<file path="src/rtl/modem_pkg.sv">
package modem_pkg;
  localparam int unsigned N_MODEM = 4;
  localparam int unsigned IDX_CTS = 0;
  localparam int unsigned IDX_DSR = 1;
  localparam int unsigned IDX_RI  = 2;
  localparam int unsigned IDX_CD  = 3;
  typedef logic [N_MODEM-1:0] modem_vec_t;
endpackage

</file>
<file path="src/rtl/modem_sync.sv">
module modem_sync #(
  parameter int unsigned WIDTH  = 4,
  parameter int unsigned STAGES = 2
) (
  input  logic             clk_i,
  input  logic             rst_ni,
  input  logic [WIDTH-1:0] d_i,
  output logic [WIDTH-1:0] q_o
);
  localparam int unsigned LAST = STAGES - 1;

  for (genvar b = 0; b < WIDTH; b++) begin : g_bit
    logic [STAGES-1:0] chain_q;
    always_ff @(posedge clk_i or negedge rst_ni) begin
      if (!rst_ni) chain_q <= '0;
      else if (STAGES == 1) chain_q <= d_i[b];
      else chain_q <= {chain_q[STAGES-2:0], d_i[b]};
    end
    assign q_o[b] = chain_q[LAST];
  end
endmodule

</file>
<file path="src/rtl/modem_msr.sv">
module modem_msr
  import modem_pkg::*;
(
  input  logic       clk_i,
  input  logic       rst_ni,
  input  modem_vec_t lvl_i,
  input  logic       rd_i,
  input  logic       msi_en_i,
  input  logic       auto_cts_i,
  output logic [7:0] msr_o,
  output modem_vec_t ev_o,
  output logic       irq_o
);
  modem_vec_t prev_q, delta_q, ev;
  logic       irq_q, irq_set;

  always_ff @(posedge clk_i or negedge rst_ni) begin
    if (!rst_ni) prev_q <= '0;
    else         prev_q <= lvl_i;
  end

  for (genvar i = 0; i < N_MODEM; i++) begin : g_ev
    if (i == IDX_RI) begin : g_trail
      // ring: only the end of the active phase counts
      assign ev[i] = prev_q[i] & ~lvl_i[i];
    end else begin : g_any
      assign ev[i] = prev_q[i] ^ lvl_i[i];
    end
  end

  always_comb begin
    irq_set = 1'b0;
    for (int i = 0; i < N_MODEM; i++) begin
      if (i == IDX_CTS) irq_set |= ev[i] & ~auto_cts_i;
      else              irq_set |= ev[i];
    end
    irq_set &= msi_en_i;
  end

  always_ff @(posedge clk_i or negedge rst_ni) begin
    if (!rst_ni) begin
      delta_q <= '0;
      irq_q   <= 1'b0;
    end else begin
      delta_q <= (rd_i ? '0 : delta_q) | ev;
      irq_q   <= (irq_q & ~rd_i) | irq_set;
    end
  end

  assign msr_o = {lvl_i, delta_q};
  assign ev_o  = ev;
  assign irq_o = irq_q;
endmodule

</file>
<file path="src/rtl/modem_outs.sv">
module modem_outs (
  input  logic clk_i,
  input  logic rst_ni,
  input  logic loop_i,
  input  logic auto_rts_i,
  input  logic rx_hold_i,
  input  logic mcr_dtr_i,
  input  logic mcr_rts_i,
  input  logic mcr_out_i,
  output logic dtr_no,
  output logic rts_no,
  output logic op_o,
  output logic irq_oe_o
);
  logic dtr_act, rts_act;

  assign dtr_act = mcr_dtr_i & ~loop_i;
  assign rts_act = mcr_rts_i & ~loop_i & ~(auto_rts_i & rx_hold_i);

  always_ff @(posedge clk_i or negedge rst_ni) begin
    if (!rst_ni) begin
      dtr_no   <= 1'b1;
      rts_no   <= 1'b1;
      op_o     <= 1'b1;
      irq_oe_o <= 1'b0;
    end else begin
      dtr_no   <= ~dtr_act;
      rts_no   <= ~rts_act;
      op_o     <= ~mcr_out_i;
      irq_oe_o <= mcr_out_i;
    end
  end
endmodule

</file>
<file path="src/rtl/modem_ctl.sv">
module modem_ctl
  import modem_pkg::*;
#(
  parameter int unsigned SYNC_STAGES = 2
) (
  input  logic       clk_i,
  input  logic       rst_ni,
  input  logic       cts_ni,
  input  logic       dsr_ni,
  input  logic       ri_ni,
  input  logic       cd_ni,
  input  logic       msi_en_i,
  input  logic       auto_cts_i,
  input  logic       auto_rts_i,
  input  logic       rx_hold_i,
  input  logic       loop_i,
  input  logic       mcr_dtr_i,
  input  logic       mcr_rts_i,
  input  logic       mcr_out_i,
  input  logic       msr_rd_i,
  output logic [7:0] msr_o,
  output logic       ms_irq_o,
  output logic       dtr_no,
  output logic       rts_no,
  output logic       op_o,
  output logic       irq_oe_o
);
  modem_vec_t pin_act, lvl, ev;

  assign pin_act = ~{cd_ni, ri_ni, dsr_ni, cts_ni};

  modem_sync #(.WIDTH(N_MODEM), .STAGES(SYNC_STAGES)) u_sync (
    .clk_i, .rst_ni, .d_i(pin_act), .q_o(lvl)
  );

  modem_msr u_msr (
    .clk_i, .rst_ni, .lvl_i(lvl), .rd_i(msr_rd_i), .msi_en_i,
    .auto_cts_i, .msr_o, .ev_o(ev), .irq_o(ms_irq_o)
  );

  modem_outs u_outs (
    .clk_i, .rst_ni, .loop_i, .auto_rts_i, .rx_hold_i,
    .mcr_dtr_i, .mcr_rts_i, .mcr_out_i,
    .dtr_no, .rts_no, .op_o, .irq_oe_o
  );
endmodule

</file>
<file path="config.mk">
export PLATFORM = sky130hd
export DESIGN_NAME = modem_ctl
export DESIGN_NICKNAME = d
export VERILOG_FILES = /design/src/rtl/modem_pkg.sv /design/src/rtl/modem_sync.sv /design/src/rtl/modem_msr.sv /design/src/rtl/modem_outs.sv /design/src/rtl/modem_ctl.sv
export SDC_FILE = /design/constraint.sdc
export NUM_CORES = 1
export LEC_CHECK = 0
export ABC_CLOCK_PERIOD_IN_PS = 3200
export BUFFER_PORTS_ARGS = -buffer_cell sky130_fd_sc_hd__buf_4
export CORE_MARGIN = 1.5
export CORE_UTILIZATION = 30
export CTS_CLUSTER_DIAMETER = 60
export DETAILED_ROUTE_END_ITERATION = 8
export RECOVER_POWER = 50
export SLEW_MARGIN = 20
export SYNTH_ARGS = -nofsm -noshare
export SYNTH_HDL_FRONTEND = slang
export SYNTH_HIERARCHICAL = 1
export SYNTH_SLANG_ARGS = --single-unit
</file>
<file path="constraint.sdc">
create_clock -name clk_i -period 3.2 [get_ports clk_i]
set_clock_uncertainty 0.15 [all_clocks]
set_input_delay 0.64 -clock clk_i [delete_from_list [all_inputs] [get_ports clk_i]]
set_output_delay 0.64 -clock clk_i [all_outputs]
set_load 0.01 [all_outputs]
</file>
==> impl_metrics.py, run 1 <==
metrics = {
    "placed_design": {
        "routabilityCongestion": 0.597,
        "dp.cells": 96,
        "dp_hpwl_um": 729,
        "io_buffers": 27,
    },
    "cells_and_area": {
        "diodes": 0,
        "stdcell_count": 100,
        "syn_to_final_growth_pct": 27.9,
        "fin_util_pct": 41.1,
        "drive_gt1_share_pct": 45.8,
        "fin_nets": 88,
    },
    "worst_setup_path": {
        "path_depth": 1,
        "arrival_ns": 0.94,
        "worst_path_largest_cell_delay_ns": 0.54,
        "critPathMaxFanout": 1,
        "reg2reg_from": "u_sync/g_bit[0].chain_q[1]$_DFF_PN0_",
        "crit_slowest_cell": "dfstp_2",
        "crit_family": "flip-flops",
        "path_buf_inv": 1,
        "start_kind": "flop",
        "end_kind": "output port",
        "crit_chain": "buf_4",
        "r2r_cells": 3,
        "path_class": "reg -> out",
        "crit_path_start": "u_outs/op_o$_DFF_PN1_",
        "worstPathRequired_ns": 2.41,
    },
    "clock_tree": {
        "clkTransAtPathRegs_ns": 0.10,
        "cts_setup_buffers": 0,
        "cts_sinks": 21,
        "root_buffer": "clkbuf_4",
        "cts_tree": "yes",
        "cts_resized": 0,
        "clk_latency_ns": 0.29,
        "htreeDepth": 1,
        "clock_path_buffers": 2,
        "cts_buffers": 3,
        "cts-hold-fix-buffers": 0,
    },
    "floorplanning": {
        "coreArea_um2": 2230,
        "dieArea_um2": 2690,
        "rows": 17,
        "die_w_um": 51.9,
        "io_pins": 28,
        "fp.dieH_um": 51.9,
        "initial_core_util_pct": 32.1,
    },
    "synthesis": {
        "netlist_area_um2": 717,
        "async_flop_share_pct": 100,
        "synthCells": 49,
        "yosys_warnings": 6,
        "ys_top_cells_by_area": "dfrtp_1 (63%), dfstp_2 (11%), buf_4 (8.4%)",
        "synth_area_per_cell_um2": 14.6,
        "yosys.area.top_type": "dfrtp_1",
        "netlist-cell-type-count": 13,
        "synth_top_area_share_pct": 62.8,
        "ys_seq_elements": 21,
        "ys_seq_area_share_pct": 73.8,
        "netlist_top_cells_count": "dfrtp_1 (18), buf_4 (8), inv_1 (7)",
        "synth_most_common_cell": "dfrtp_1",
        "syn-num-nets": 64,
        "synthFlopType": "dfrtp_1",
        "synth_enable_flop_cells": 0,
    },
    "routing": {
        "vias": 402,
        "vias_per_cell": 4.02,
        "drt_iter0_markers": 2,
        "ant_nets": 0,
        "post_drt_wl_per_cell_um": 9.89,
        "firstDrtPassIters": 2,
        "drt-total-wl_um": 989,
        "drc_errors": 0,
    },
    "run_status": {
        "run_status": "completed",
    },
    "grt": {
        "grt_pass1_vias": 413,
        "antenna_found_initial": 0,
        "grt_pass1_wl_um": 1650,
        "grt_overflow": 0,
        "grt_max_degree": 22,
        "track_usage_pct": 9.16,
    },
    "timing": {
        "fin_tns_setup_ns": 0,
        "max_freq_ghz": 0.579,
        "rsz0062_at_grt": "no",
        "final-setup-viol-count": 0,
        "layout_min_cycle_time_ns": 1.73,
        "slew_headroom_pct": 29.3,
        "timing.final.crit_share_pct": 53.9,
        "drv_slew": 0,
        "worstMarginPinSlew_ns": 1.06,
        "hold_viol": 0,
    },
    "pwr": {
        "comb_power_share_pct": 12.0,
        "power_uw": 467,
        "cellPowerDensity_nw_per_um2": 509,
        "p_sw_uw": 102,
        "clockPowerShare_pct": 25.6,
        "intPower_uw": 365,
        "ir_drop_uv": 362,
        "pwr-share-seq_pct": 62.4,
        "power_switching_share_pct": 21.9,
        "p_leak_nw": 0.467,
    },
    "run": {
        "cap_violations": 0,
    },
    "worst_hold_path": {
        "min_path_type": "reg -> reg",
        "worst_hold_startpoint": "u_sync/g_bit[3].chain_q[0]$_DFF_PN0_",
        "hold_depth": 0,
    },
}
## worst paths after layout
check                                                       endpoint  slack, ns
worst max register to register                 u_msr/irq_o$_DFF_PN0_       1.75
worst min register to register  u_sync/g_bit[3].chain_q[1]$_DFF_PN0_       0.21
min in group asynchronous       u_sync/g_bit[3].chain_q[0]$_DFF_PN0_       0.36
max in group asynchronous                 u_msr/delta_q[0]$_DFF_PN0_       1.91
worst max-delay path                                            op_o       1.47
worst min-delay path            u_sync/g_bit[3].chain_q[1]$_DFF_PN0_       0.21
## layout by cell type (no fill, tap or decap)
cell type | synthesis | routed
nand3b_1 | 1 | 1
clkbuf_1 | 0 | 2
a21o_1 | 3 | 3
dfrtp_1 | 18 | 18
buf_4 | 8 | 24
nor2b_1 | 1 | 1
a21o_2 | 1 | 1
nand2b_1 | 1 | 1
a22o_1 | 1 | 1
clkbuf_4 | 0 | 5
dfstp_2 | 3 | 3
a2111o_1 | 1 | 1
xor2_1 | 3 | 3
nand2_1 | 1 | 1
inv_1 | 7 | 7
## cells by family (layout without fill, tap and decap cells)
| family | Yosys count | after routing | share of synthesized area [%] |
|---|---|---|---|
| flops | 21 | 21 | 73.8 |
| simple gates | 4 | 4 | 3.32 |
| buf+inv | 15 | 38 | 12.0 |
| xor+xnor | 3 | 3 | 3.67 |
| compound gates | 6 | 6 | 7.16 |
## power by group through the flow
stage          combinational, mW  clock, mW  sequential (mW)
2_1_floorplan             0.0231          0            0.299
3_3_place_gp              0.0573          0            0.296
3_5_place_dp              0.0585          0            0.297
4_1_cts                   0.0585      0.131            0.292
5_1_grt                   0.0625      0.142            0.293
6_report                  0.0559      0.120            0.291
## through the flow
step	cell area (um2)	hold WS (ns)	setup WS, ns
6_report	917	0.208	1.47
5_1_grt	917	0.220	1.42
4_1_cts	921	0.0497	1.45
3_5_place_dp	895	0.185	1.62
3_3_place_gp	895	0.182	1.66
2_1_floorplan	717	0.181	1.73
## layout make-up
class,count,area (um2)
fillers,213,1320
well taps,28,35.0
repair buffers,27,199
flip-flops and latches,21,529
inverters,7,26.3
clock buffers,4,26.3
multi-input cells,13,101
## layer usage
layer | track usage [%] | part of all wire [%] | vias up
met4 | 6.58 | 1.7 | 0
met5 | 0 | 0 | -
met3 | 6.03 | 12 | 2
met1 | 8.04 | 40 | 186
met2 | 14.8 | 47 | 24
li1 | - | - | 190
## registers in the layout, indices dropped and copies added, names as in the netlist
signal                flops
u_sync/g_bit.chain_q      8
u_outs/irq_oe_o           1
u_outs/rts_no             1
u_msr/prev_q              4
u_outs/op_o               1
u_msr/irq_o               1
u_outs/dtr_no             1
u_msr/delta_q             4
Power figures use the tool's default switching activity.
==> inputs of run 2 (changes only) <==
ABC_CLOCK_PERIOD_IN_PS = 1500   (was 3200)
clock period = 1.5 ns   (was 3.2 ns; I/O delays follow)
==> impl_metrics.py, run 2 (synthesized netlist as in run 1, its figures left out) <==
metrics = {
    "floorplanning": {
        "rows": 17,
        "die_w_um": 51.9,
        "fp.dieH_um": 51.9,
        "initial_core_util_pct": 32.1,
        "dieArea_um2": 2690,
        "coreArea_um2": 2230,
        "io_pins": 28,
    },
    "routing": {
        "vias_per_cell": 3.99,
        "firstDrtPassIters": 2,
        "vias": 431,
        "drt-total-wl_um": 1070,
        "drt_iter0_markers": 1,
        "post_drt_wl_per_cell_um": 9.91,
        "drc_errors": 0,
        "ant_nets": 0,
    },
    "worst_setup_path": {
        "path_buf_inv": 0,
        "worstPathRequired_ns": 1.54,
        "critPathMaxFanout": 3,
        "arrival_ns": 1.49,
        "path_class": "reg -> reg",
        "crit_chain": "xor2_1, a2111o_1, a22o_1",
        "start_kind": "flop",
        "crit_slowest_cell": "dfrtp_1",
        "end_kind": "flop",
        "worst_path_largest_cell_delay_ns": 0.42,
        "crit_family": "compound AO/OA/AOI/OAI gates",
    },
    "cells_and_area": {
        "layout_commonest_cell": "buf_4",
        "largest_reg_flops": 8,
        "syn_to_final_growth_pct": 39.3,
        "fill_cells": 213,
        "seqCellArea_um2": 529,
        "fin_util_pct": 44.7,
        "multi_input_area_um2": 101,
        "stdcell_count": 108,
        "reg.largest.list": "u_sync/g_bit.chain_q: 8 flops, u_msr/delta_q: 4 flops, u_msr/prev_q: 4 flops",
        "fin_nets": 96,
        "largest_register": "u_sync/g_bit.chain_q",
        "diodes": 0,
        "mostFrequentLayoutCells": "buf_4 (26), dfrtp_1 (18), dlygate4sd3_1 (8)",
        "drive_gt1_share_pct": 42.5,
    },
    "run": {
        "cap_violations": 0,
    },
    "clock_tree": {
        "htreeDepth": 1,
        "root_buffer": "clkbuf_4",
        "cts_resized": 0,
        "cts_tree": "yes",
        "clkTransAtPathRegs_ns": 0.11,
        "clock_path_buffers": 2,
        "cts_sinks": 21,
        "cts_buffers": 3,
        "clk_latency_ns": 0.29,
    },
    "placed_design": {
        "pre_cts_ws_ns": 0.0598,
        "routabilityCongestion": 0.633,
        "dp.cells": 96,
        "io_buffers": 27,
        "dp_hpwl_um": 766,
    },
    "grt": {
        "grt_pass1_wl_um": 1770,
        "grt_pass1_vias": 452,
        "grt_max_degree": 22,
        "grt_overflow": 0,
        "antenna_found_initial": 0,
        "track_usage_pct": 9.42,
    },
    "timing": {
        "max_freq_ghz": 0.692,
        "worstMarginPinSlew_ns": 0.492,
        "layout_min_cycle_time_ns": 1.45,
        "drv_slew": 0,
        "rsz0062_at_grt": "no",
        "fin_tns_setup_ns": 0,
        "slew_headroom_pct": 67.2,
        "hold_ws_ns": 0.0529,
        "final-setup-viol-count": 0,
        "hold_viol": 0,
        "timing.final.crit_share_pct": 96.4,
        "final.setup.worst_slack_ns": 0.0541,
    },
    "worst_hold_path": {
        "min_path_type": "in -> reg",
    },
    "run_status": {
        "run_status": "completed",
    },
    "pwr": {
        "p_leak_nw": 0.504,
        "cellPowerDensity_nw_per_um2": 1020,
        "ir_drop_uv": 572,
    },
}
[run 2: changes by cell type in the layout (fill, tap and decap cells not counted)]
cell           delta
buf_4             +2
clkbuf_1          -1
clkbuf_2          +1
clkbuf_4          -2
dlygate4sd3_1     +8
[run 2: layout make-up]
class	count	share of cell area, %
flip-flops and latches	21	53.0
repair buffers	35	28.1
multi-input cells	13	10.2
well taps	28	3.51
clock buffers	4	2.63
inverters	7	2.63
[run 2: repair_timing]
action                    4_1_cts  5_1_grt
setup buffers                   0        0
hold endpoints to repair       29        0
hold buffers                    8        0
[run 2: path summary, 6_finish.rpt]
kind / from / to / slack [ns] / cells past startpoint
worst max-delay path: u_sync/g_bit[0].chain_q[1]$_DFF_PN0_ / u_msr/irq_o$_DFF_PN0_ / 0.05 / 3
worst min-delay path: loop_i / u_outs/dtr_no$_DFF_PN1_ / 0.05 / 2
worst max register to register: u_sync/g_bit[0].chain_q[1]$_DFF_PN0_ / u_msr/irq_o$_DFF_PN0_ / 0.05 / 3
worst min register to register: u_sync/g_bit[0].chain_q[0]$_DFF_PN0_ / u_sync/g_bit[0].chain_q[1]$_DFF_PN0_ / 0.21 / 0
max in group asynchronous: rst_ni / u_outs/rts_no$_DFF_PN1_ / 0.49 / 2
min in group asynchronous: rst_ni / u_sync/g_bit[2].chain_q[0]$_DFF_PN0_ / 0.35 / 2
[run 2: stage by stage]
step | area [um2] | power, mW
after global placement | 895 | 0.755
after CTS | 1000 | 1.04
after global routing | 998 | 1.07
after floorplan | 717 | 0.688
after detailed placement | 895 | 0.758
final | 998 | 1.01
[run 2: power breakdown]
group | leakage [nW] | switching, mW | internal (mW)
logic | 0.250 | 0.0535 | 0.0836
registers | 0.239 | 0.0167 | 0.605
clock network | 0.0150 | 0.152 | 0.103
[run 2: layer usage]
metal | track usage, % | up-vias | wire, um
met5 | 0 | - | 0
met4 | 6.58 | 0 | 0
met3 | 2.59 | 0 | 104
met2 | 16.7 | 22 | 562
met1 | 9.40 | 204 | 403
li1 | - | 205 | -
[run 2: worst reg2reg max path, stage by stage (launching register included)]
cell and delay, ns:
dfrtp_1 0.42, xor2_1 0.18, a2111o_1 0.40, a22o_1 0.20
==> inputs of run 3 (changes only) <==
CAP_MARGIN = 20   (was default)
CELL_PAD_IN_SITES_DETAIL_PLACEMENT = 0   (was default)
CELL_PAD_IN_SITES_GLOBAL_PLACEMENT = 1   (was default)
CORE_UTILIZATION = 32   (was 30)
PLACE_DENSITY_LB_ADDON = 0.1   (was default)
==> impl_metrics.py, run 3 (synthesized netlist as in run 1, its figures left out) <==
metrics = {
    "worst_hold_path": {
        "min_path_type": "in -> reg",
        "hold_depth": 2,
    },
    "clock_tree": {
        "cts_buffers": 3,
        "cts_tree": "yes",
        "htreeDepth": 1,
        "clk_latency_ns": 0.29,
        "cts_sinks": 21,
        "clock_path_buffers": 2,
        "cts_setup_buffers": 0,
        "root_buffer": "clkbuf_4",
        "clkTransAtPathRegs_ns": 0.11,
        "cts_resized": 0,
    },
    "floorplanning": {
        "io_pins": 28,
        "die_w_um": 50.3,
        "fp.dieH_um": 50.3,
        "coreArea_um2": 2040,
        "rows": 16,
        "initial_core_util_pct": 35.1,
        "dieArea_um2": 2530,
    },
    "run": {
        "cap_violations": 0,
    },
    "timing": {
        "layout_min_cycle_time_ns": 1.42,
        "hold_ws_ns": 0.0551,
        "timing.final.crit_share_pct": 94.9,
        "fin_tns_setup_ns": 0,
        "slew_headroom_pct": 67.0,
        "hold_viol": 0,
        "final-setup-viol-count": 0,
        "worstMarginPinSlew_ns": 0.494,
        "drv_slew": 0,
        "rsz0062_at_grt": "no",
        "max_freq_ghz": 0.702,
    },
    "routing": {
        "vias": 421,
        "ant_nets": 0,
        "vias_per_cell": 3.93,
        "drc_errors": 0,
        "drt_iter0_markers": 0,
        "firstDrtPassIters": 1,
        "post_drt_wl_per_cell_um": 9.04,
        "drt-total-wl_um": 967,
    },
    "run_status": {
        "run_status": "completed",
    },
    "pwr": {
        "p_leak_nw": 0.506,
        "cellPowerDensity_nw_per_um2": 1010,
        "ir_drop_uv": 530,
    },
    "worst_setup_path": {
        "crit_chain": "xor2_1, a2111o_1, a22o_1",
        "end_kind": "flop",
        "start_kind": "flop",
        "crit_slowest_cell": "dfrtp_1",
        "worstPathRequired_ns": 1.54,
        "path_class": "reg -> reg",
        "arrival_ns": 1.46,
        "worst_path_largest_cell_delay_ns": 0.42,
        "critPathMaxFanout": 3,
        "r2r_cells": 3,
    },
    "cells_and_area": {
        "drive_gt1_share_pct": 43.8,
        "diodes": 0,
        "largest_reg_flops": 8,
        "mostFrequentLayoutCells": "buf_4 (26), dfrtp_1 (18), dlygate4sd3_1 (8)",
        "largest_register": "u_sync/g_bit.chain_q",
        "reg.largest.list": "u_sync/g_bit.chain_q: 8 flops, u_msr/delta_q: 4 flops, u_msr/prev_q: 4 flops",
        "fin_area_um2": 998,
        "stdcell_count": 107,
        "layout_commonest_cell": "buf_4",
        "syn_to_final_growth_pct": 39.3,
        "fin_nets": 96,
    },
    "grt": {
        "grt_max_degree": 22,
        "grt_pass1_vias": 395,
        "grt_overflow": 0,
        "antenna_found_initial": 0,
        "track_usage_pct": 9.04,
        "grt_pass1_wl_um": 1660,
    },
    "placed_design": {
        "io_buffers": 27,
        "dp.cells": 95,
        "placed_area_um2": 893,
        "routabilityCongestion": 0.633,
    },
}
## run 3: changes by cell type in the layout (fill, tap and decap cells not counted)
cell / change
clkbuf_1: -1
clkinv_2: +1
## run 3: power by group
group / total (mW) / leakage (nW) / switching (mW) / internal, mW
Clock: 0.253 / 0.0177 / 0.154 / 0.0991
Sequential: 0.621 / 0.239 / 0.0162 / 0.605
Combinational: 0.136 / 0.250 / 0.0527 / 0.0835
## run 3: critical path: cells and delay by family, from the launching register on
kind / cells / cell delay [ns]
compound gates: 2 / 0.60
flops: 1 / 0.42
xor+xnor: 1 / 0.16
## run 3: metal layers
layer | wire [um] | share of wire [%] | GRT usage (%) | up-vias
met4 | 0 | 0 | 4.05 | 0
met2 | 491 | 51 | 14.7 | 20
li1 | - | - | - | 205
met3 | 76 | 7.9 | 3.57 | 0
met5 | 0 | 0 | 0 | -
met1 | 398 | 41 | 10.5 | 196
## run 3: final timing paths
path / from / to / slack [ns]
worst min register to register: u_sync/g_bit[0].chain_q[0]$_DFF_PN0_ / u_sync/g_bit[0].chain_q[1]$_DFF_PN0_ / 0.21
worst min-delay path: loop_i / u_outs/rts_no$_DFF_PN1_ / 0.06
worst max-delay path: u_sync/g_bit[0].chain_q[1]$_DFF_PN0_ / u_msr/irq_o$_DFF_PN0_ / 0.08
worst max register to register: u_sync/g_bit[0].chain_q[1]$_DFF_PN0_ / u_msr/irq_o$_DFF_PN0_ / 0.08
min in group asynchronous: rst_ni / u_sync/g_bit[1].chain_q[0]$_DFF_PN0_ / 0.33
max in group asynchronous: rst_ni / u_outs/rts_no$_DFF_PN1_ / 0.51
## run 3: layout make-up
type	instances	area [um2]
clock inverter	1	5.00
clock buffer	3	22.5
sequential	21	529
fill	198	1040
timing repair buffer	35	280
multi-input combinational	13	101
tap	27	33.8
inverter	7	26.3
## run 3: stage by stage
stage                     worst slack, ns  util [%]  power, mW
after floorplan                    0.0265         -      0.688
final                              0.0761      48.9       1.01
after CTS                          0.0405      49.0       1.04
after global placement             0.0857      43.8      0.757
after global routing              0.00992      48.9       1.08
after detailed placement           0.0555      43.8      0.758
## run 3: repair_timing
action / in CTS / in global routing
endpoints found under the hold margin: 29 / 0
hold buffers: 8 / 0
setup endpoints to repair: 0 / 1
